[config.mk]
export PLATFORM = sky130hd
export DESIGN_NAME = instr_word_decoder
export DESIGN_NICKNAME = d
export VERILOG_FILES = /design/src/rtl/iwd_pkg.sv /design/src/rtl/iwd_opclass.sv /design/src/rtl/iwd_mode_gen.sv /design/src/rtl/iwd_mode_br.sv /design/src/rtl/instr_word_decoder.sv
export SDC_FILE = /design/constraint.sdc
export NUM_CORES = 1
export LEC_CHECK = 0
export ABC_AREA = 1
export CELL_PAD_IN_SITES_DETAIL_PLACEMENT = 1
export CELL_PAD_IN_SITES_GLOBAL_PLACEMENT = 2
export CORE_UTILIZATION = 16
export DETAILED_ROUTE_END_ITERATION = 8
export PLACE_DENSITY = 0.86
export SKIP_LAST_GASP = 1
export SLEW_MARGIN = 15
export SYNTH_ARGS = -nofsm -noshare
export SYNTH_HDL_FRONTEND = slang
export SYNTH_HIERARCHICAL = 1
export SYNTH_SLANG_ARGS = --single-unit
[constraint.sdc]
create_clock -name vclk -period 2.2
set_clock_uncertainty 0.1 [all_clocks]
set_input_delay 0.44 -clock vclk [all_inputs]
set_output_delay 0.44 -clock vclk [all_outputs]
set_load 0.01 [all_outputs]
[src/rtl/iwd_pkg.sv]
package iwd_pkg;

    localparam int WORD_W  = 16;
    localparam int OP_W    = 6;
    localparam int REG_W   = 4;
    localparam int MODE_W  = 4;
    localparam int CNT_W   = 2;
    localparam int OP_LSB  = WORD_W - OP_W;      // opcode occupies the top bits
    localparam int MODE_HI = OP_LSB - 1;         // first bit of the mode field
    localparam int MODE_LO = MODE_HI - MODE_W + 1;
    localparam int BRM_LO  = MODE_HI - 1;        // 2-bit compare-branch table

    typedef logic [OP_W-1:0]  opcode_t;
    typedef logic [REG_W-1:0] reg_idx_t;
    typedef logic [CNT_W-1:0] count_t;

    typedef enum logic [2:0] {
        AM_NONE, AM_REG, AM_IND_REG, AM_IMM,
        AM_DIR_SEC, AM_DIR_ABS, AM_IND_Z, AM_IDX_Z
    } amode_e;

    typedef enum logic [1:0] {
        FMT_NO_REG, FMT_ONE_REG, FMT_TWO_REG, FMT_CMP_BR
    } fmt_e;

    typedef enum logic [2:0] {
        CL_GENERAL, CL_CMP_BR, CL_JUMP, CL_RETURN, CL_NOP
    } opclass_e;

    localparam opcode_t OP_BEQ  = 6'b100110;
    localparam opcode_t OP_BNE  = 6'b100111;
    localparam opcode_t OP_BGT  = 6'b101000;
    localparam opcode_t OP_BGE  = 6'b101001;
    localparam opcode_t OP_JMP  = 6'b110000;
    localparam opcode_t OP_CALL = 6'b110001;
    localparam opcode_t OP_RET  = 6'b110010;
    localparam opcode_t OP_RETI = 6'b110011;
    localparam opcode_t OP_NOP  = 6'b111111;

    localparam int N_CMP = 4;
    localparam logic [N_CMP*OP_W-1:0] CMP_OPS = {OP_BEQ, OP_BNE, OP_BGT, OP_BGE};

    typedef struct packed {
        opcode_t  opcode;
        amode_e   mode;
        fmt_e     fmt;
        reg_idx_t src;
        reg_idx_t dst;
        count_t   words;
        logic     illegal;
    } decode_t;

    // Total instruction length implied by a normalised mode
    function automatic count_t total_words(amode_e m);
        case (m)
            AM_IMM, AM_DIR_SEC, AM_IDX_Z: total_words = count_t'(2);
            AM_DIR_ABS:                   total_words = count_t'(3);
            default:                      total_words = count_t'(1);
        endcase
    endfunction

    function automatic logic jump_mode_ok(amode_e m);
        jump_mode_ok = (m == AM_DIR_SEC) || (m == AM_DIR_ABS) ||
                       (m == AM_IND_Z)   || (m == AM_IDX_Z);
    endfunction

endpackage

[src/rtl/iwd_opclass.sv]
module iwd_opclass
    import iwd_pkg::*;
(
    input  logic [OP_W-1:0] op,
    output opclass_e        cls
);
    logic [N_CMP-1:0] cmp_hit;

    for (genvar i = 0; i < N_CMP; i++) begin : g_cmp
        assign cmp_hit[i] = (op == CMP_OPS[i*OP_W +: OP_W]);
    end

    always_comb begin
        if (|cmp_hit)                            cls = CL_CMP_BR;
        else if (op == OP_JMP || op == OP_CALL)  cls = CL_JUMP;
        else if (op == OP_RET || op == OP_RETI)  cls = CL_RETURN;
        else if (op == OP_NOP)                   cls = CL_NOP;
        else                                     cls = CL_GENERAL;
    end
endmodule

[src/rtl/iwd_mode_gen.sv]
module iwd_mode_gen
    import iwd_pkg::*;
(
    input  logic [MODE_W-1:0] fld,
    output amode_e            mode,
    output logic              wide,
    output logic              bad
);
    always_comb begin
        wide = fld[MODE_W-1];
        bad  = 1'b0;
        mode = AM_NONE;
        if (!wide) begin
            mode = fld[MODE_W-2] ? AM_IND_REG : AM_REG;
        end else begin
            case (fld[MODE_W-2:0])
                3'b000:  mode = AM_IMM;
                3'b001:  mode = AM_DIR_SEC;
                3'b010:  mode = AM_DIR_ABS;
                3'b011:  mode = AM_IND_Z;
                3'b100:  mode = AM_IDX_Z;
                default: bad  = 1'b1;
            endcase
        end
    end
endmodule

[src/rtl/iwd_mode_br.sv]
module iwd_mode_br
    import iwd_pkg::*;
(
    input  logic [1:0] fld,
    output amode_e     mode
);
    always_comb begin
        case (fld)
            2'b00:   mode = AM_DIR_SEC;
            2'b01:   mode = AM_DIR_ABS;
            2'b10:   mode = AM_IND_Z;
            default: mode = AM_IDX_Z;
        endcase
    end
endmodule

[src/rtl/instr_word_decoder.sv]
module instr_word_decoder
    import iwd_pkg::*;
(
    input  logic              word_valid,
    input  logic [WORD_W-1:0] word_in,
    output logic              dec_valid,
    output logic [OP_W-1:0]   opcode,
    output logic [2:0]        amode,
    output logic [1:0]        fmt,
    output logic [REG_W-1:0]  src_reg,
    output logic [REG_W-1:0]  dst_reg,
    output logic [CNT_W-1:0]  word_count,
    output logic              illegal
);
    opclass_e cls;
    amode_e   gen_mode, br_mode;
    logic     gen_wide, gen_bad;
    decode_t  d, q;

    iwd_opclass u_cls (
        .op  (word_in[WORD_W-1:OP_LSB]),
        .cls (cls)
    );

    iwd_mode_gen u_gen (
        .fld  (word_in[MODE_HI:MODE_LO]),
        .mode (gen_mode),
        .wide (gen_wide),
        .bad  (gen_bad)
    );

    iwd_mode_br u_br (
        .fld  (word_in[MODE_HI:BRM_LO]),
        .mode (br_mode)
    );

    always_comb begin
        d         = '0;
        d.opcode  = word_in[WORD_W-1:OP_LSB];
        d.mode    = AM_NONE;
        d.fmt     = FMT_NO_REG;
        case (cls)
            CL_CMP_BR: begin
                d.fmt  = FMT_CMP_BR;
                d.mode = br_mode;
                d.src  = word_in[2*REG_W-1:REG_W];
                d.dst  = word_in[REG_W-1:0];
            end
            CL_JUMP: begin
                if (gen_wide && !gen_bad && jump_mode_ok(gen_mode))
                    d.mode = gen_mode;
                else
                    d.illegal = 1'b1;
            end
            CL_RETURN: ;
            CL_NOP: d.illegal = (word_in != '1);
            default: begin
                d.dst = word_in[REG_W-1:0];
                if (gen_bad) begin
                    d.fmt     = FMT_ONE_REG;
                    d.illegal = 1'b1;
                end else if (gen_wide) begin
                    d.fmt  = FMT_ONE_REG;
                    d.mode = gen_mode;
                end else begin
                    d.fmt  = FMT_TWO_REG;
                    d.mode = gen_mode;
                    d.src  = word_in[2*REG_W-1:REG_W];
                end
            end
        endcase
        d.words = total_words(d.mode);
        q = word_valid ? d : '0;
    end

    assign dec_valid  = word_valid;
    assign opcode     = q.opcode;
    assign amode      = q.mode;
    assign fmt        = q.fmt;
    assign src_reg    = q.src;
    assign dst_reg    = q.dst;
    assign word_count = q.words;
    assign illegal    = q.illegal;
endmodule

* After elaboration in Yosys (flattened, before gate mapping)
Cells that the tools add are included.
** Operators by class
- Mux-type cells :: 23
- Reductions and logical operators :: 16
- Equality and inequality tests :: 28
** Operators with widths (number)
- 6-bit == test (second input constant) :: 9
- 3-bit == test (second input constant) :: 9
- 22-bit 2-to-1 mux :: 1
- 3-bit 2-to-1 mux :: 7
- 10-bit one-hot mux with 2 select lines :: 1
- 16-bit != test (second input constant) :: 1
- 3-bit by 2-bit == test with 1-bit output (second input constant) :: 5
- 3-bit one-hot mux with 5 select lines :: 1
- 3-bit one-hot mux with 3 select lines :: 1
- 4-bit 2-to-1 mux :: 2
- 3-bit by 1-bit == test with 1-bit output (second input constant) :: 2
- 2-bit 2-to-1 mux :: 3
- 2-bit one-hot mux with 3 select lines :: 1
- 3-bit OR reduction :: 2
- 1-bit logical OR :: 5
- 5-bit OR reduction :: 1
- 1-bit 2-to-1 mux :: 4
- 2-bit one-hot mux with 2 select lines :: 1
- 2-bit OR reduction :: 2
- 4-bit OR reduction :: 1
- 3-bit logical NOT :: 1
- 1-bit one-hot mux with 3 select lines :: 1
- 2-bit by 1-bit == test with 1-bit output (second input constant) :: 1
- 2-bit == test (second input constant) :: 1
- 3 further kinds :: 4
** Storage, ports and cells
- Bits of input ports :: 17
- Output and inout port bits :: 23
- Register bits after elaboration :: 0
- Word-level logic and storage cells :: 67

* Logic depth before layout (Yosys ltp)
Gate-level depths: netlist (run 1).
- Depth after elaboration :: 14
- Mapped depth :: 13
- Mapped depth without buffers :: 13

* Hierarchy
The synthesis (run 1) kept the hierarchy.
** By module, submodules not included
- instr_word_decoder :: times used 1, cells an instance 114, area each 485.5 sq um, sequential area each 0.0 sq um
- iwd_opclass :: times used 1, cells an instance 21, area each 90.1 sq um, sequential area each 0.0 sq um
- iwd_mode_gen :: times used 1, cells an instance 15, area each 71.3 sq um, sequential area each 0.0 sq um
- iwd_mode_br :: times used 1, cells an instance 4, area each 18.8 sq um, sequential area each 0.0 sq um

* Worst setup path before layout (run 1)
No wires, ideal clock.
- Path type :: input-to-output
- Start :: in word_in[15]
- End :: out word_count[1]
- Stages :: 10
- Slack :: 0.042 ns
- Data required time :: 1.660 ns
- Arrival :: 1.618 ns
- Path buffers :: 0
- Cells stage by stage :: nand2_1 -> nor3_1 -> inv_2 -> nand3b_2 -> nand3_2 -> nor2_1 -> nor2_1 -> nand2_1 -> nand2_1 -> nor2_1
** On the way
- Word-level cells in the longest chain between the ends :: 12
- Elaborated cells between the ends (all ways) :: 29
- Classes of those cells :: 17 x eq/ne; 7 x mux; 5 x reduce/logical
** RTL lines
- start: declaration :: RTL line instr_word_decoder.sv:5 : input logic [WORD_W-1:0] word_in,
- 6-bit == test, on equally long branches :: RTL line iwd_opclass.sv:17, iwd_opclass.sv:16
- 3-bit 2-to-1 mux or 1-bit logical OR (tied branches) :: RTL line iwd_opclass.sv:17, iwd_opclass.sv:16
- 3-bit 2-to-1 mux :: RTL line iwd_opclass.sv:16 : else if (op == OP_RET || op == OP_RETI) cls = CL_RETURN;
- 3-bit 2-to-1 mux :: RTL line iwd_opclass.sv:15 : else if (op == OP_JMP || op == OP_CALL) cls = CL_JUMP;
- 3-bit 2-to-1 mux (*) :: RTL line iwd_opclass.sv:14 : if (|cmp_hit) cls = CL_CMP_BR;
- via cls[2] :: RTL line instr_word_decoder.sv:15 : opclass_e cls;
- 3-bit == test or 3-bit by 2-bit == test with 1-bit output (tied branches) :: RTL line instr_word_decoder.sv:42 : case (cls)
- 2-bit OR reduction (no source line)
- 3-bit one-hot mux with 3 select lines (*) :: RTL line instr_word_decoder.sv:42
- 3-bit by 2-bit == test with 1-bit output or 3-bit == test (tied branches) :: RTL line iwd_pkg.sv:55 : case (m)
- 3-bit OR reduction :: RTL line iwd_pkg.sv:55
- 2-bit one-hot mux with 2 select lines (*) :: RTL line iwd_pkg.sv:55
- 22-bit 2-to-1 mux (*) :: RTL line instr_word_decoder.sv:73 : q = word_valid ? d : '0;
- end: declaration :: RTL line instr_word_decoder.sv:12 : output logic [CNT_W-1:0] word_count,
Mark *: on every way through the listed nets, which the timed path passes. The rest lies on a longest branch.

* Worst setup path after layout (run 1)
- Start :: in word_in[11]
- End :: out word_count[0]
** On the way
- Word-level cells in the longest chain between the ends :: 12
- Elaborated cells between the ends (all ways) :: 29
- Classes of those cells :: 17 x eq/ne; 7 x mux; 5 x reduce/logical
** RTL lines (RTL line)
- 6-bit == test :: iwd_opclass.sv:16
- 1-bit logical OR :: iwd_opclass.sv:16
- 3-bit 2-to-1 mux :: iwd_opclass.sv:16
- 3-bit 2-to-1 mux :: iwd_opclass.sv:15
- 3-bit 2-to-1 mux (*) :: iwd_opclass.sv:14
- via cls[0] :: instr_word_decoder.sv:15
- 3-bit == test or 3-bit by 2-bit == test with 1-bit output (tied branches) :: instr_word_decoder.sv:42
- 2-bit OR reduction (no source line)
- 3-bit one-hot mux with 3 select lines (*) :: instr_word_decoder.sv:42
- 3-bit by 2-bit == test with 1-bit output or 3-bit == test (tied branches) :: iwd_pkg.sv:55
- 3-bit OR reduction :: iwd_pkg.sv:55
- 2-bit one-hot mux with 2 select lines (*) :: iwd_pkg.sv:55
- 22-bit 2-to-1 mux (*) :: instr_word_decoder.sv:73
Marks and branches as above.

==> results of run 1 <==
==> how the worst min path moves through the flow <==
stage | from | to | slack [ns]
6_report | word_valid | illegal | 1.20
3_3_place_gp | word_in[5] | src_reg[1] | 1.75
3_5_place_dp | word_in[3] | dst_reg[3] | 1.75
2_1_floorplan | word_in[0] | dst_reg[0] | 0.87
5_1_grt | word_valid | illegal | 1.26
4_1_cts | word_in[6] | src_reg[2] | 1.26
==> worst max-delay path, cell delays in order <==
cell,delay (ns)
buf_12,0.11
nand2_4,0.07
inv_2,0.03
nor2_1,0.09
nand2_1,0.10
nand3_4,0.12
nand2_2,0.09
buf_4,0.15
nand3_4,0.10
nor2_2,0.04
nor2_2,0.16
nand2_1,0.08
nor2_1,0.09
nor2_1,0.04
buf_2,0.13
==> cells in the mapped netlist (all sizes together) <==
| cell | instances |
|---|---|
| inv | 33 |
| nor2 | 45 |
| clkbuf | 3 |
| nor3 | 5 |
| nand3b | 3 |
| o211ai | 1 |
| nand3 | 8 |
| a21oi | 6 |
| buf | 3 |
| nand4 | 4 |
| o21ai | 6 |
| or2 | 1 |
| o21bai | 1 |
| conb | 1 |
| nand2 | 34 |
==> per-layer routing <==
| metal | routed length (um) | vias to the layer above |
|---|---|---|
| met5 | 0 | - |
| met4 | 0 | 0 |
| met3 | 114 | 0 |
| met2 | 1334 | 27 |
| met1 | 1474 | 485 |
| li1 | - | 598 |
==> report_power, final <==
| group | switching (mW) | total [mW] | internal (mW) |
|---|---|---|---|
| Clock | 0 | 0 | 0 |
| Combinational | 0.143 | 0.281 | 0.138 |
| Sequential | 0 | 0 | 0 |
| Total | 0.143 | 0.281 | 0.138 |
==> kinds of logic (layout without fill, tap and decap cells) <==
| group | count (synthesis) | count (layout) |
|---|---|---|
| buf+inv | 39 | 105 |
| other cells | 1 | 1 |
| compound gates | 14 | 14 |
| simple gates | 100 | 100 |
==> cell type report <==
type               count  area (um2)
well taps             50       62.56
inverters             33       128.9
repair buffers        72       603.1
fillers              549        2542
multi-input cells    115       663.1
==> what timing repair did <==
action | CTS | global route
gates resized for setup | 144 | 32
pin swaps | 33 | 14
hold buffers | 0 | 0
endpoints found under the setup margin | 22 | 22
buffers inserted | 8 | 1
==> placed cells by master (no fill, tap or decap), types with 2 or more instances in the layout <==
cell              n
inv_2             6
buf_2            17
nand3_4           2
nor2_1           32
nor3_1            2
nand2_2           6
o21ai_1           2
buf_4            28
nor3_4            2
buf_6             7
nand3b_1          2
inv_4             2
nand3_2           2
nand2_1          26
nand4_1           4
clkdlybuf4s50_1  13
a21oi_2           2
a21oi_1           4
nor2_2            9
nor2_4            4
nand3_1           4
o21ai_0           3
buf_12            3
clkdlybuf4s15_2   3
inv_1            25
nand2_4           2
==> metrics.txt, run 1 <==
status=complete, but fails checks; failing checks=setup timing; first-pass GRT wire length=between 4000 and 5000 um; crit share post-route=108.0%; Synth top area share=approximately a quarter; dominant cell type by area after synthesis=nor2_1; Fin. Hold Viols=0; distinct cell type count after synthesis=20; worst hold margin=around 1.2 ns; vias in the first global route=roughly 1000; post-DP HPWL=approximately 2200 um; Final WS setup=-0.1757 ns; Avg Vias per Cell=4.111; CP Capture Point=word_count[0]; register area=0 um2; Hold Crit Class=in -> out; dpl cell area=1275 um2; Setup crit start=word_in[11]; CP Launch Type=primary input; average size of a mapped cell=4.322 um2; final std cells w/o fill=270; input/output buffers=40; GR Util met1=18.38%; RSZ-0062 raised after global routing=yes; largest family of logic cells by synthesized area=simple AND/OR/NAND/NOR gates; maxcap violations=0; wire per inst=10.83 um; seq_cells=0; Area Growth Syn to Fin=119.0%; starting density of the core=between 10% and 20%; final setup TNS=-1.151 ns; Synth Area in Compound Gates=around 11%; Yosys warning total=6; pre-CTS setup slack=-1.223 ns; total track usage=13.15%; Arr. time, crit path=~1.8 ns; TritonRoute pass-1 iters=2; CP max FO=6; met2 Use GR=a little under a quarter; Adder-Cell Fraction of Synth Area=0%; Post-Synth Simple-Gate Area=64.47%; met3 GRT Util=less than 1%; fin util=36.44%; leakage power=approximately 0.80 nW; die area=between 4000 and 5000 um2; layout cells sized above 1=~45%; Diodes inserted=0; mux share of post-synthesis cell area=0%; number of nets with antenna violations after routing=0; fin area=1458 um2; pin count of the biggest net entering global routing=7; Worst VDD drop=just over 0.07 mV; clock buffers=0; Setup Viol. Count Final=13; Fmax=420.9 MHz; largest cells by area after synthesis=nor2_1 24%, nand2_1 19%, inv_1 18%; antenna violations before repair=0; critical path type=in -> out; sequential share of the synthesized area=0%; core area=about 4000 um2; Synth Instances=~150; Most Crowded Layer GR=met2; grt ovf=0; NumNets Final=239; syn nets=171; die width=66.50 um; Site Rows=23; pwr dens=roughly 190 nW/um2; fin. max-slew vios=0; Synth Cell Area=about 670 um2; Crit path required time=around 1.7 ns; I/O pin total=40; Die H=between 60 and 70 um; GPL Wtd Cong=around 0.75; Power, Total=about 280 uW; drt drc=0; hold path cells=4; post-route minimum period=about 2.4 ns; placed instance count=approximately 260; Initial DRC Count=8; DR vias=~1100; XOR/XNOR Fraction of Synth Area=0%; crit path capture type=output port; final wirelength=between 2000 and 3000 um
(Power assumes the default switching activity.)
==> run 2, diff against run 1 <==
==> constraint.sdc (replaced) <==
create_clock -name vclk -period 2.55
set_clock_uncertainty 0.1 [all_clocks]
set_input_delay 0.51 -clock vclk [all_inputs]
set_output_delay 0.51 -clock vclk [all_outputs]
set_load 0.01 [all_outputs]
==> run 2 against run 1 <==
Compared with the run above: the flow now finishes without violations; sequential share of layout area stayed put; largest power group unchanged; total power is 14% lower; global-route usage is 0.65 points lower; critical path depth is 2 lower; count of clock-buffer cells in the layout stayed put; cell area is 1.5% lower; first-iteration DRC count is 25% higher; worst hold slack better by 0.21 ns; routed wire length is 2.7% lower; utilization is 0.53 points lower; non-clock buffer count is 3 lower.
==> metrics.txt, run 2 (synthesis results as in run 1) <==
register area=0 um2 (unchanged); placed instance count=262 (unchanged); RSZ-0062 raised after global routing=yes (unchanged); post-DP HPWL=2196 um (was 2157 um); clock buffers=0 (unchanged); status=finished clean (was complete, but fails checks); dpl cell area=1275 um2 (unchanged); starting density of the core=16.64% (unchanged); Setup Viol. Count Final=0 (was 13); Die H=66.50 um (unchanged); total track usage=12.50% (was 13.15%); fin. max-slew vios=0 (unchanged); first-pass GRT wire length=4554 um (was 4712 um); GPL Wtd Cong=0.7458 (was 0.7456); Diodes inserted=0 (unchanged); CP Launch Type=primary input (unchanged); layout cells sized above 1=41.01% (was 45.45%); critical path type=in -> out (unchanged); leakage power=0.7964 nW (was 0.8026 nW); antenna violations before repair=0 (unchanged); Site Rows=23 (unchanged); Arr. time, crit path=1.92 ns (was 1.84 ns); Initial DRC Count=10 (was 8); Avg Vias per Cell=4.142 (was 4.111); fin area=1436 um2 (was 1458 um2); input/output buffers=40 (unchanged); Crit path required time=1.94 ns (was 1.66 ns); commonest non-fill, non-tap cell in the layout=nor2_1 (unchanged); pwr dens=169.1 nW/um2 (was 192.7 nW/um2); I/O pin total=40 (unchanged); seq_cells=0 (unchanged); post-route minimum period=about 2.5 ns; final wirelength=2844 um (was 2923 um); core area=4000 um2 (unchanged); Area Growth Syn to Fin=115.8% (was 119.0%); Post-CTS Hold Fix Bufs=0 (unchanged); wire per inst=10.65 um (was 10.83 um); Fmax=a little under 400 MHz; number of nets with antenna violations after routing=0 (unchanged); crit share post-route=roughly 99%; NumNets Final=236 (was 239); maxcap violations=0 (unchanged); DR vias=1106 (was 1110); TritonRoute pass-1 iters=4 (was 2); grt ovf=0 (unchanged); pin count of the biggest net entering global routing=9 (was 7); die area=4422 um2 (unchanged); final std cells w/o fill=267 (was 270); Hold Crit Class=in -> out (unchanged); Worst VDD drop=0.05471 mV (was 0.07176 mV); commonest cells after routing, fill and taps aside=33 x nor2_1, 29 x buf_4, 26 x nand2_1 (was 32 x nor2_1, 28 x buf_4, 26 x nand2_1); Fin. Hold Viols=0 (unchanged); vias in the first global route=1002 (was 1033); die width=66.50 um (unchanged); CP max FO=8 (was 6); crit path capture type=output port (unchanged); drt drc=0 (unchanged)
-- run 2: cell types whose count changed in the layout (fill, tap and decap cells not counted), sizes merged --
| cell | delta |
|---|---|
| buf | -9 |
| dlygate4sd2 | +5 |
| clkbuf | +4 |
| clkdlybuf4s15 | -3 |
-- run 2: repair_timing --
action                                  in CTS  in global routing
cloned                                       0                  0
pin swaps                                   15                 28
endpoints found under the setup margin      22                 16
buffers inserted                             5                  1
resized for setup                          106                 54
-- run 2: metrics by stage --
step	power [mW]	hold slack [ns]	util [%]	setup slack [ns]	setup TNS [ns]
2_1_floorplan	0.09369	1.007	-	0.2521	0
4_1_cts	0.2184	1.505	32.84	-0.004436	-0.008128
6_report	0.2429	1.406	35.91	0.01525	0
3_5_place_dp	0.2163	1.891	31.87	-1.015	-14.04
3_3_place_gp	0.2156	1.893	31.87	-1.022	-13.88
5_1_grt	0.2686	1.451	35.91	-0.1285	-0.4547
-- run 2: path summary, 6_finish.rpt --
path	startpoint	endpoint	slack, ns	depth (start not counted)
max	word_in[14]	illegal	0.02	13
min	word_in[6]	src_reg[2]	1.41	5
-- run 2: power by group --
| part | total [mW] | leakage [nW] | internal [mW] | switching (mW) |
|---|---|---|---|---|
| clock | 0 | 0 | 0 | 0 |
| sequential | 0 | 0 | 0 | 0 |
| combinational | 0.243 | 0.796 | 0.118 | 0.125 |
| total | 0.243 | 0.796 | 0.118 | 0.125 |
-- run 2: area by class of cell --
cell class,count,area (um2)
multi-input combinational,115,685.7
fill,551,2564
tap,50,62.56
timing repair buffer,69,564.3
inverter,33,123.9
-- run 2: routing by layer --
metal / GRT usage, % / routed length [um] / up-vias
met2: 21.17 / 1281 / 27
met4: 0 / 0 / 0
met3: 0.8562 / 140 / 0
met5: 0 / 0 / -
li1: - / - / 590
met1: 18.16 / 1422 / 489
-- run 2: critical path: stages --
cell	delay [ns]
buf_6	0.11
inv_1	0.05
nand2_1	0.06
nor2_1	0.09
nand2_1	0.09
nand3_4	0.11
nand3b_4	0.22
nand3_4	0.13
buf_4	0.16
inv_1	0.07
nor2_1	0.04
a21oi_1	0.13
buf_2	0.15
==> run 3, diff against run 2 <==
--- a/config.mk
+++ b/config.mk
@@ -8,9 +8,11 @@
 export ABC_AREA = 1
 export CELL_PAD_IN_SITES_DETAIL_PLACEMENT = 1
 export CELL_PAD_IN_SITES_GLOBAL_PLACEMENT = 2
+export CORE_ASPECT_RATIO = 1.4
 export CORE_UTILIZATION = 16
 export DETAILED_ROUTE_END_ITERATION = 8
 export PLACE_DENSITY = 0.86
+export SETUP_SLACK_MARGIN = 0.15
 export SKIP_LAST_GASP = 1
 export SLEW_MARGIN = 15
 export SYNTH_ARGS = -nofsm -noshare
==> run 3 against run 2 <==
Compared with the run above: combinational power is 8% higher; routed wire length increased by 19%; total power grew 8.1%; first-iteration DRC count rose by 50%; the run now ends with setup timing left; largest power group unchanged.
==> metrics.txt, run 3 (synthesis results as in run 1) <==
status=complete, but fails checks (was finished clean); failing checks=setup timing; Setup crit start=word_in[12] (was word_in[14]); Setup Viol. Count Final=1 (was 0); CP Launch Type=primary input (unchanged); maxcap violations=0 (unchanged); antenna violations before repair=0 (unchanged); Initial DRC Count=15 (was 10); Most Crowded Layer GR=met2 (unchanged); final wirelength=3391 um (was 2844 um); delay-heaviest family, CP=simple AND/OR/NAND/NOR gates (unchanged); post-DP HPWL=2298 um (was 2196 um); vias in the first global route=1202 (was 1002); pwr dens=168.5 nW/um2 (was 169.1 nW/um2); DR vias=1190 (was 1106); pre-CTS setup slack=-0.9802 ns (was -1.015 ns); Site Rows=27 (was 23); first-pass GRT wire length=5106 um (was 4554 um); wire per inst=12.80 um (was 10.65 um); Fin. Hold Viols=0 (unchanged); Fmax=387.4 MHz (was 394.5 MHz); number of nets with antenna violations after routing=0 (unchanged); starting density of the core=16.84% (was 16.64%); Arr. time, crit path=1.97 ns (was 1.92 ns); final setup TNS=-0.03149 ns (was 0 ns); leakage power=0.8286 nW (was 0.7964 nW); Die H=78.32 um (was 66.50 um); GR Util met1=13.44% (was 18.16%); RSZ-0062 raised after global routing=yes (unchanged); seq_cells=0 (unchanged); fill count=518 (was 551); Hold Crit Class=in -> out (unchanged); Area Growth Syn to Fin=134.0% (was 115.8%); GPL Wtd Cong=0.7950 (was 0.7458); min-delay src=word_valid (was word_in[6]); NumNets Final=241 (was 236); crit share post-route=101.2% (was 99.40%); Avg Vias per Cell=4.491 (was 4.142); die area=4426 um2 (was 4422 um2); CP max stage cell=nor3_4 (was nand3b_4); pin count of the biggest net entering global routing=8 (was 9); commonest cells after routing, fill and taps aside=27 x nand2_1, 25 x buf_4, 23 x inv_1, 23 x nor2_1, 17 x buf_2 (was 33 x nor2_1, 29 x buf_4, 26 x nand2_1); post-route minimum period=2.581 ns (was 2.535 ns); input/output buffers=40 (unchanged); Crit path required time=1.94 ns (about the same); drt drc=0 (unchanged); crit path capture type=output port (unchanged); Diodes inserted=0 (unchanged); Final WS setup=-0.03149 ns (was 0.01525 ns); fin. max-slew vios=0 (unchanged); grt ovf=0 (unchanged); met2 Use GR=31.06% (was 21.17%); core area=3953 um2 (was 4000 um2); layout cells sized above 1=50.45% (was 41.01%); critical path type=in -> out (unchanged); total track usage=13.94% (was 12.50%); commonest non-fill, non-tap cell in the layout=nand2_1 (was nor2_1); die width=56.51 um (was 66.50 um); CP dominant cell by count=nor2_1; CP max FO=6 (was 8); met3 GRT Util=0.4942% (was 0.8562%); CP Cell Sequence=buf_12, nor3_4, buf_4, buf_4, nand3b_4, buf_6, nor2_1, nor2_1, nand2_1, nand2_1, nor2_1, nor2_1, buf_2 (was buf_6, inv_1, nand2_1, nor2_1, nand2_1, nand3_4, nand3b_4, nand3_4, buf_4, inv_1, nor2_1, a21oi_1, buf_2); CP peak stage delay=0.17 ns (was 0.22 ns); hold path cells=4 (was 5); Post-CTS Hold Fix Bufs=0 (unchanged); I/O pin total=40 (unchanged); TritonRoute pass-1 iters=4 (unchanged); Bufs and invs on worst path=5 (unchanged); clock buffers=0 (unchanged); Hold EP=illegal (was src_reg[2]); register area=0 um2 (unchanged); Worst VDD drop=0.07643 mV (was 0.05471 mV)
==> run 3: cell count changes in the layout (fill, tap and decap cells not counted), moves of 3 or more <==
cell / delta
clkbuf_2: -3
buf_12: +3
nor2_1: -10
buf_2: +6
nor2_2: +12
dlygate4sd2_1: -5
buf_4: -4
buf_6: +8
==> run 3: routing by layer <==
metal / part of all wire (%) / vias up
li1: - / 602
met1: 35 / 558
met2: 61 / 24
met3: 2.4 / 6
met4: 1.7 / 0
met5: 0 / -
==> run 3: final cells by class <==
type,count,area [um2],share of cell area (%)
Inverter,33,128.9,8.273
Multi-Input combinational cell,115,726.9,46.67
Tap cell,43,53.80,3.454
Timing Repair Buffer,74,648.1,41.61
==> run 3: stage by stage <==
| stage | utilization (%) | area, um2 | total power, mW | hold WS [ns] | instances |
|---|---|---|---|---|---|
| after floorplan | - | 665.6 | 0.09369 | 1.007 | 154 |
| after global placement | 31.28 | 1236 | 0.2135 | 1.895 | 251 |
| after detailed placement | 31.28 | 1236 | 0.2137 | 1.896 | 251 |
| after CTS | 35.11 | 1388 | 0.2320 | 1.403 | 258 |
| after global routing | 39.41 | 1558 | 0.2862 | 1.367 | 265 |
| final | 39.41 | 1558 | 0.2625 | 1.346 | 265 |
==> run 3: where the power goes <==
group | switching, mW | internal, mW | leakage, nW
logic | 0.136 | 0.126 | 0.829
clock network | 0 | 0 | 0
registers | 0 | 0 | 0
total | 0.136 | 0.126 | 0.829
==> run 3: how the worst max path moves through the flow <==
stage                         end  slack (ns)  depth (start not counted)
CTS                 word_count[0]        0.05                         14
finish              word_count[0]       -0.03                         13
global placement    word_count[1]       -0.95                         14
global route        word_count[1]       -0.17                         16
floorplan           word_count[1]        0.25                         10
detailed placement  word_count[0]       -0.98                         14
==> run 3: repair_timing <==
| action | CTS | global route |
|---|---|---|
| endpoints found under the setup margin | 22 | 21 |
| pin swaps | 28 | 23 |
| setup buffers | 7 | 7 |
| gates resized for setup | 154 | 50 |
